## src/rtl/pwrup_rst_pkg.sv

```systemverilog
package pwrup_rst_pkg;
  typedef enum logic [1:0] {
    ST_HOLD     = 2'd0,
    ST_WAIT_CLK = 2'd1,
    ST_RUN      = 2'd2
  } seq_state_e;
endpackage

```

## src/rtl/sync2_bus.sv

```systemverilog
module sync2_bus #(
  parameter int WIDTH = 2
) (
  input  logic             clk,
  input  logic             rst_n,
  input  logic [WIDTH-1:0] async_i,
  output logic [WIDTH-1:0] sync_o
);
  for (genvar g = 0; g < WIDTH; g++) begin : g_bit
    logic meta_q, stab_q;
    always_ff @(posedge clk or negedge rst_n) begin
      if (!rst_n) begin
        meta_q <= 1'b0;
        stab_q <= 1'b0;
      end else begin
        meta_q <= async_i[g];
        stab_q <= meta_q;
      end
    end
    assign sync_o[g] = stab_q;
  end
endmodule

```

## src/rtl/hold_timer.sv

```systemverilog
module hold_timer #(
  parameter int LIMIT = 62500
) (
  input  logic clk,
  input  logic rst_n,
  input  logic clr_i,
  input  logic en_i,
  output logic done_o
);
  localparam int CW = $clog2(LIMIT + 1);
  localparam logic [CW-1:0] LIM = CW'(LIMIT);

  logic [CW-1:0] cnt_q;

  always_ff @(posedge clk or negedge rst_n) begin
    if (!rst_n)                  cnt_q <= '0;
    else if (clr_i)              cnt_q <= '0;
    else if (en_i && cnt_q != LIM) cnt_q <= cnt_q + 1'b1;
  end

  assign done_o = (cnt_q == LIM);

  assert_cnt_bound_R1: assert property (@(posedge clk) disable iff (!rst_n)
    cnt_q <= LIM);
  assert_clr_restart_R5: assert property (@(posedge clk) disable iff (!rst_n)
    clr_i |=> !done_o);
endmodule

```

## src/rtl/soft_rst_ctl.sv

```systemverilog
module soft_rst_ctl #(
  parameter int PULSE = 16
) (
  input  logic clk,
  input  logic rst_n,
  input  logic run_i,
  input  logic wr_i,
  output logic bit_o
);
  localparam int SW = $clog2(PULSE + 1);
  localparam logic [SW-1:0] LAST = SW'(PULSE - 1);

  logic          bit_q;
  logic [SW-1:0] cnt_q;

  always_ff @(posedge clk or negedge rst_n) begin
    if (!rst_n) begin
      bit_q <= 1'b0;
      cnt_q <= '0;
    end else if (!run_i) begin
      bit_q <= 1'b0;
      cnt_q <= '0;
    end else if (bit_q) begin
      if (cnt_q == LAST) begin
        bit_q <= 1'b0;
        cnt_q <= '0;
      end else begin
        cnt_q <= cnt_q + 1'b1;
      end
    end else if (wr_i) begin
      bit_q <= 1'b1;
      cnt_q <= '0;
    end
  end

  assign bit_o = bit_q;

  assert_set_only_running_R6: assert property (@(posedge clk) disable iff (!rst_n)
    $rose(bit_q) |-> $past(run_i));
  assert_pulse_length_R7: assert property (@(posedge clk) disable iff (!rst_n)
    ($fell(bit_q) && $past(run_i)) |-> ($past(cnt_q) == LAST));
endmodule

```

## src/rtl/pwrup_rst_seq.sv

```systemverilog
module pwrup_rst_seq
  import pwrup_rst_pkg::*;
#(
  parameter int CLK_HZ   = 125_000_000,
  parameter int HOLD_US  = 500,
  parameter int SOFT_CYC = 16
) (
  input  logic clk,
  input  logic rst_n,
  input  logic pwr_good_i,
  input  logic refclk_ok_i,
  input  logic sys_mode_i,
  input  logic soft_wr_i,
  output logic soft_bit_o,
  output logic tap_rst_n_o,
  output logic core_rst_n_o,
  output logic ready_o
);
  localparam longint HOLD_L   = (longint'(CLK_HZ) * longint'(HOLD_US) + 64'd999_999) / 64'd1_000_000;
  localparam int     HOLD_CYC = int'(HOLD_L);

  logic [1:0] sync_q;
  logic       pg_s, ck_s;
  logic       t_done;
  logic       soft_bit;
  logic       hard_rel;
  seq_state_e state_q, state_d;

  sync2_bus #(.WIDTH(2)) i_sync (
    .clk     (clk),
    .rst_n   (rst_n),
    .async_i ({refclk_ok_i, pwr_good_i}),
    .sync_o  (sync_q)
  );
  assign pg_s = sync_q[0];
  assign ck_s = sync_q[1];

  hold_timer #(.LIMIT(HOLD_CYC)) i_timer (
    .clk    (clk),
    .rst_n  (rst_n),
    .clr_i  (!pg_s),
    .en_i   (state_q == ST_HOLD),
    .done_o (t_done)
  );

  always_comb begin
    state_d = state_q;
    if (!pg_s) begin
      state_d = ST_HOLD;
    end else begin
      unique case (state_q)
        ST_HOLD:     if (t_done) state_d = ST_WAIT_CLK;
        ST_WAIT_CLK: if (ck_s)   state_d = ST_RUN;
        ST_RUN:      state_d = ST_RUN;
        default:     state_d = ST_HOLD;
      endcase
    end
  end

  always_ff @(posedge clk or negedge rst_n) begin
    if (!rst_n) state_q <= ST_HOLD;
    else        state_q <= state_d;
  end

  assign hard_rel = (state_q == ST_RUN);

  soft_rst_ctl #(.PULSE(SOFT_CYC)) i_soft (
    .clk   (clk),
    .rst_n (rst_n),
    .run_i (hard_rel && pg_s),
    .wr_i  (soft_wr_i),
    .bit_o (soft_bit)
  );

  assign soft_bit_o   = soft_bit;
  assign core_rst_n_o = hard_rel && !soft_bit;
  assign tap_rst_n_o  = sys_mode_i ? hard_rel : core_rst_n_o;
  assign ready_o      = hard_rel && !soft_bit;

  assert_clk_before_release_R2: assert property (@(posedge clk) disable iff (!rst_n)
    $rose(hard_rel) |-> $past(ck_s));
  assert_time_before_release_R1: assert property (@(posedge clk) disable iff (!rst_n)
    $rose(hard_rel) |-> $past(pg_s));
  assert_power_drop_R5: assert property (@(posedge clk) disable iff (!rst_n)
    !pg_s |=> (!core_rst_n_o && !tap_rst_n_o && !soft_bit_o));
  assert_ready_implies_released_R8: assert property (@(posedge clk) disable iff (!rst_n)
    ready_o |-> (core_rst_n_o && tap_rst_n_o && !soft_bit_o));
  assert_tap_sys_mode_R3: assert property (@(posedge clk) disable iff (!rst_n)
    (sys_mode_i && core_rst_n_o) |-> tap_rst_n_o);
endmodule

```

## config.mk

```make
export PLATFORM = sky130hd
export DESIGN_NAME = pwrup_rst_seq
export DESIGN_NICKNAME = d
export VERILOG_FILES = /design/src/rtl/pwrup_rst_pkg.sv /design/src/rtl/sync2_bus.sv /design/src/rtl/hold_timer.sv /design/src/rtl/soft_rst_ctl.sv /design/src/rtl/pwrup_rst_seq.sv
export SDC_FILE = /design/constraint.sdc
export NUM_CORES = 1
export LEC_CHECK = 0
export ABC_AREA = 1
export BUFFER_PORTS_ARGS = -buffer_cell sky130_fd_sc_hd__buf_2
export CORE_MARGIN = 3
export CORE_UTILIZATION = 45
export DETAILED_ROUTE_END_ITERATION = 6
export GPL_TIMING_DRIVEN = 1
export SLEW_MARGIN = 5
export SYNTH_ARGS = -nofsm -noshare
export SYNTH_HDL_FRONTEND = slang
export SYNTH_SLANG_ARGS = --single-unit
export TNS_END_PERCENT = 100
```

## constraint.sdc

```tcl
create_clock -name clk -period 1.9 [get_ports clk]
set_clock_uncertainty 0.05 [all_clocks]
set_input_delay 0.285 -clock clk [delete_from_list [all_inputs] [get_ports clk]]
set_output_delay 0.285 -clock clk [all_outputs]
set_load 0.05 [all_outputs]
```

# Word-level counts from Yosys, hierarchy flattened
# Cells that the tools add are included.
# classes
magnitude_cmp,0
n_addsub,2
reduce_logical,6
eq_ne,9
shifts,0
n_div,0
multipliers,0
bitwise_logic,0
n_mux,15
# op_table
cell,count
16-bit two-way mux,2
5-bit two-way mux,4
16-bit by 1-bit adder with 16-bit output (second input constant),1
16-bit == test (second input constant),1
16-bit != test (second input constant),1
3-bit != test (second input constant),3
2-bit two-way mux,3
2-bit case mux with 3 select lines,1
5-bit by 1-bit adder with 5-bit output (second input constant),1
5-bit by 4-bit == test with 1-bit output (second input constant),1
1-bit two-way mux,5
1-bit logical AND,3
2-bit by 1-bit == test with 1-bit output (second input constant),1
2-bit == test (second input constant),1
2-bit logical NOT,1
2-bit by 1-bit != test with 1-bit output (second input constant),1
2-bit AND reduction,1
1-bit logical NOT,1
# totals
input_bits,6
latchBits,0
mem_bits_ro,0
output_inout_bits,4
wordCells,40
regBits,28
n_memories,0
ramBits,0

# Depth between registers and ports, before layout
# depth
ltp_word,4
mapped_depth,11
depth_no_buf,10

# Cells and area by module
# A second synthesis with hierarchy kept.
# hier_totals
hier_cells,247
area_unflattened_um2,1770.4
# modules_own_cells
mod,area_each_um2,cells_per_inst,instances
hold_timer,1154.9,173,1
soft_rst_ctl,311.5,39,1
pwrup_rst_seq,188.9,29,1
sync2_bus,115.1,6,1

# Least setup slack after synthesis
# OpenSTA, ideal clock, no wires.
# synth_timing
kind,register -> output
startpoint,register i_soft.bit_q (netlist: i_soft.bit_o)
endpoint,output port tap_rst_n_o
arrival_ps,1758
path_buffers,0
stages_incl_launch_ff,2
required_ps,1565
path_slack_ps,-193
cell_sequence,dfrtp_1 > o21ai_0
# synth_between
elab_chain_cells,3
# synth_lines
element,line,source
from (decl),soft_rst_ctl.sv:13,logic bit_q;
from (signal assigned),soft_rst_ctl.sv:18,bit_q <= 1'b0;
from (signal assigned),soft_rst_ctl.sv:21,bit_q <= 1'b0;
from (signal assigned),soft_rst_ctl.sv:25,bit_q <= 1'b0;
1-bit logical NOT,pwrup_rst_seq.sv:76,assign core_rst_n_o = hard_rel && !soft_bit;
1-bit logical AND,pwrup_rst_seq.sv:76,
1-bit two-way mux,pwrup_rst_seq.sv:77,assign tap_rst_n_o = sys_mode_i ? hard_rel : core_rst_n_o;
to (decl),pwrup_rst_seq.sv:15,"output logic tap_rst_n_o,"
# Every way passes these cells.

# Worst setup path after layout
# layout_timing
startpoint,register state_q[0]
endpoint,output port core_rst_n_o
# layout_between
elab_chain_cells,2
# layout_lines
element,line,source
from (decl),pwrup_rst_seq.sv:27,"seq_state_e state_q, state_d;"
from (signal assigned),pwrup_rst_seq.sv:62,else state_q <= state_d;
2-bit == test,pwrup_rst_seq.sv:65,assign hard_rel = (state_q == ST_RUN);
1-bit logical AND,pwrup_rst_seq.sv:76,
to (decl),pwrup_rst_seq.sv:16,"output logic core_rst_n_o,"
# Every way passes these cells.

==> Implementation_results.wiki <==
{| class="wikitable"
! Metric !! Value
|-
| Status || finished clean
|-
| Final-report hold violation count || 0
|-
| CP endpoint kind || primary output
|-
| Placeable Area || 3390 um^2
|-
| Average wire per cell in the routed design || 11.9 um
|-
| Number of vias after detailed routing || 1391
|-
| Sink Count || 28
|-
| Portion of total power attributed to combinational logic || 4.2%
|-
| Fmax achieved || 566 MHz
|-
| Flop pwr share || 57.9%
|-
| Clock Root Buffer || clkbuf_4
|-
| Initial standard-cell utilization of the core || 47.1%
|-
| H-tree depth || 1
|-
| Pin count of the biggest net entering global routing || 29
|-
| Remaining DRCs || 0
|-
| List of cells traversed by the critical path || inv_1 > ha_1 > inv_1 > nor2_2 > buf_6
|-
| HP Class || in -> reg
|-
| Total track usage || 17.2%
|-
| Num CTS Buffers || 3
|-
| Biggest cell delay along the critical path || 410 ps
|-
| Pin slew with the least headroom to its limit || 615 ps
|-
| Final setup viols || 0
|-
| Global-route wire length before repair || 5750 um
|-
| Number of pins with negative max-slew slack in the final report || 0
|-
| Clock period minus final worst setup slack || 1770 ps
|-
| Row cnt || 21
|-
| Clock tree from TritonCTS || done
|-
| Detail Route met3 WL || 88 um
|-
| Cell internal power dissipation || 0.000835 W
|-
| Highest-delay cell along the critical path || dfrtp_1
|-
| Number of antenna diodes || 0
|-
| Die Y-Extent || 65.6 um
|-
| Post-detailed-route count of antenna-violating nets || 0
|-
| Utilization after layout || 53.0%
|-
| Overall die area || 4300 um^2
|-
| Fill cell total of the finished layout || 334
|-
| Power share of the clock group || 37.9%
|-
| Gate count after technology mapping || 216
|-
| Worst Setup Path Type || reg -> out
|-
| Number of antenna violations at the first check in global routing || 0
|-
| Post-route met1 wirelength || 1620 um
|-
| Iteration-0 DRC Markers || 75
|-
| Number of global-route vias before repair || 1295
|-
| Clock input transition at the sequential cells of the worst setup and hold paths || 150 ps
|-
| Port Buf Inserts || 9
|-
| Number of register bits inferred by synthesis || 28
|-
| Most common library cell in the layout ignoring fill and taps || nand2_1
|-
| Biggest fanout along the worst timing path || 3
|-
| Metal2 WL || 1560 um
|-
| Final hold slack || 147 ps
|-
| Final weighted congestion of routability-driven global placement || 0.850
|-
| Count of maximum capacitance violations || 0
|-
| Mapped Nets || 228
|-
| Total power || 0.00106 W
|-
| Worst IR drop on VDD || 0.370 mV
|-
| Data arrival time at the worst-slack endpoint || 1430 ps
|-
| Post-synth cell types || 20
|-
| Post-route clock period utilization || 93.1%
|-
| Source-to-sink clock delay at the later pin of the worst-skew pair || 340 ps
|-
| Most frequent cells in the layout || nand2_1 (75), dfrtp_1 (28), nor2_1 (24), inv_1 (21), nand3_1 (18)
|-
| Register area share after synthesis || 43.9%
|-
| Power per standard cell area || 592 nW/um^2
|-
| Setup repair after global routing missed its margin || true
|-
| Number of I/O pins || 10
|-
| Number of iterations in the first detailed-routing pass || 4
|-
| Crit path launch type || flip-flop
|-
| Net switching component of the power || 0.000229 W
|-
| Mapped cell area || 1600 um^2
|-
| CTS max path bufs || 2
|-
| CP required || 1560 ps
|-
| Vias per cell || 5.02
|-
| Leak pwr || 0.891 nW
|-
| Crit path top cell by count || inv_1
|-
| Per-instance average area after synthesis || 7.40 um^2
|-
| Detailed Place HPWL || 2540 um
|-
| Sw Share || 21.6%
|-
| Area growth from synthesis to layout || 12.5%
|-
| Share of post-route cells with drive strength above 1 || 9.52%
|-
| Highest routed metal layer || met4
|-
| Sum of overflow across all layers after global routing || 0
|-
| Width of the die || 65.6 um
|-
| Tightest slew margin relative to the limit || 59.0%
|-
| Detailed-route wire length || 3310 um
|-
| Synth warnings || 0
|-
| Number of nets at the end of the flow || 244
|}
-- final timing paths --
kind,startpoint,end,slack (ps),depth (start not counted)
worst max register to register,i_timer.cnt_q[0],i_timer.cnt_q[7],220,10
max in group asynchronous,rst_n,i_sync.g_bit[1].stab_q,980,2
worst min register to register,i_sync.g_bit[0].meta_q,i_sync.g_bit[0].stab_q,320,0
worst min-delay path,soft_wr_i,i_soft.bit_o,150,3
worst max-delay path,state_q[0],core_rst_n_o,130,5
min in group asynchronous,rst_n,i_timer.cnt_q[13],410,2
-- cell families (layout without fill, tap and decap cells) --
| kind of cell | count (synthesis) | after routing | synth area share (%) |
|---|---|---|---|
| AO/OA/AOI/OAI | 15 | 15 | 5.17 |
| adder cells (fa/ha/maj) | 6 | 6 | 4.70 |
| AND/OR/NAND/NOR | 135 | 135 | 35.8 |
| flip-flops | 28 | 28 | 43.9 |
| buffers and inverters | 25 | 40 | 6.66 |
| XOR/XNOR | 7 | 7 | 3.84 |
-- cell usage after synthesis --
| master | count | area (um^2) |
|---|---|---|
| buf_6 | 1 | 11.3 |
| a21boi_0 | 1 | 7.51 |
| o21ai_0 | 12 | 60.1 |
| dfrtp_1 | 28 | 701 |
| nand4_1 | 12 | 75.1 |
| a21boi_1 | 1 | 7.51 |
| xor2_1 | 6 | 52.6 |
| xnor2_1 | 1 | 8.76 |
| or2_2 | 1 | 6.26 |
| nor2_1 | 25 | 93.8 |
| clkinv_2 | 1 | 5.00 |
| nor2_2 | 2 | 12.5 |
| nand2_2 | 2 | 12.5 |
| clkbuf_1 | 1 | 3.75 |
| nand2_1 | 75 | 282 |
| nand3_1 | 18 | 90.1 |
| buf_4 | 1 | 7.51 |
| ha_1 | 6 | 75.1 |
| inv_1 | 21 | 78.8 |
| o21bai_1 | 1 | 7.51 |
-- power groups by stage --
stage                      logic, W  clock network [W]  registers (W)
after global placement    0.0000386                  0       0.000627
final                     0.0000445           0.000403       0.000617
after CTS                 0.0000464           0.000415       0.000617
after floorplan           0.0000209                  0       0.000623
after global routing      0.0000518           0.000435       0.000619
after detailed placement  0.0000416                  0       0.000628
-- critical path, delay by kind of cell, from the launching register on --
kind / cells / cell delay, ps
buffers and inverters: 3 / 330
adders and majority gates: 1 / 190
DFF: 1 / 410
and+or+nand+nor: 1 / 160
-- area by class of cell --
class / count / area (um^2) / area share, %
Inverter: 22 / 85.1 / 4.73
Tap cell: 46 / 57.6 / 3.20
Multi-Input combinational cell: 163 / 793 / 44.1
Clock inverter: 1 / 30.0 / 1.67
Timing Repair Buffer: 14 / 109 / 6.05
Sequential cell: 28 / 701 / 39.0
Clock buffer: 3 / 22.5 / 1.25
-- stage by stage --
| step | instances | cell area [um^2] | setup TNS, ps | setup WS, ps |
|---|---|---|---|---|
| final | 277 | 1800 | 0 | 132 |
| after global routing | 277 | 1800 | -2.57 | -1.86 |
| after CTS | 276 | 1770 | 0 | 21.6 |
| after detailed placement | 269 | 1690 | 0 | 235 |
| after global placement | 269 | 1690 | 0 | 290 |
| after floorplan | 216 | 1600 | 0 | 122 |
-- flip-flops by register name, indices dropped and copies added (netlist names) --
signal,count
i_timer.cnt_q,16
i_soft.cnt_q,5
i_sync.g_bit.meta_q,2
i_sync.g_bit.stab_q,2
state_q,2
i_soft.bit_o,1
-- routing by layer --
| layer | vias to the layer above | track usage (%) |
|---|---|---|
| li1 | 723 | - |
| met1 | 644 | 22.9 |
| met4 | 0 | 5.44 |
| met5 | - | 0 |
| met2 | 19 | 28.7 |
| met3 | 5 | 2.56 |
-- what timing repair did --
item,4_1_cts,5_1_grt
setup buffers,0,1
endpoints found under the hold margin,30,0
hold buffers,3,0
gates resized for setup,0,10
setup endpoints to repair,0,5
No activity file was read; power rests on OpenSTA's default activity.
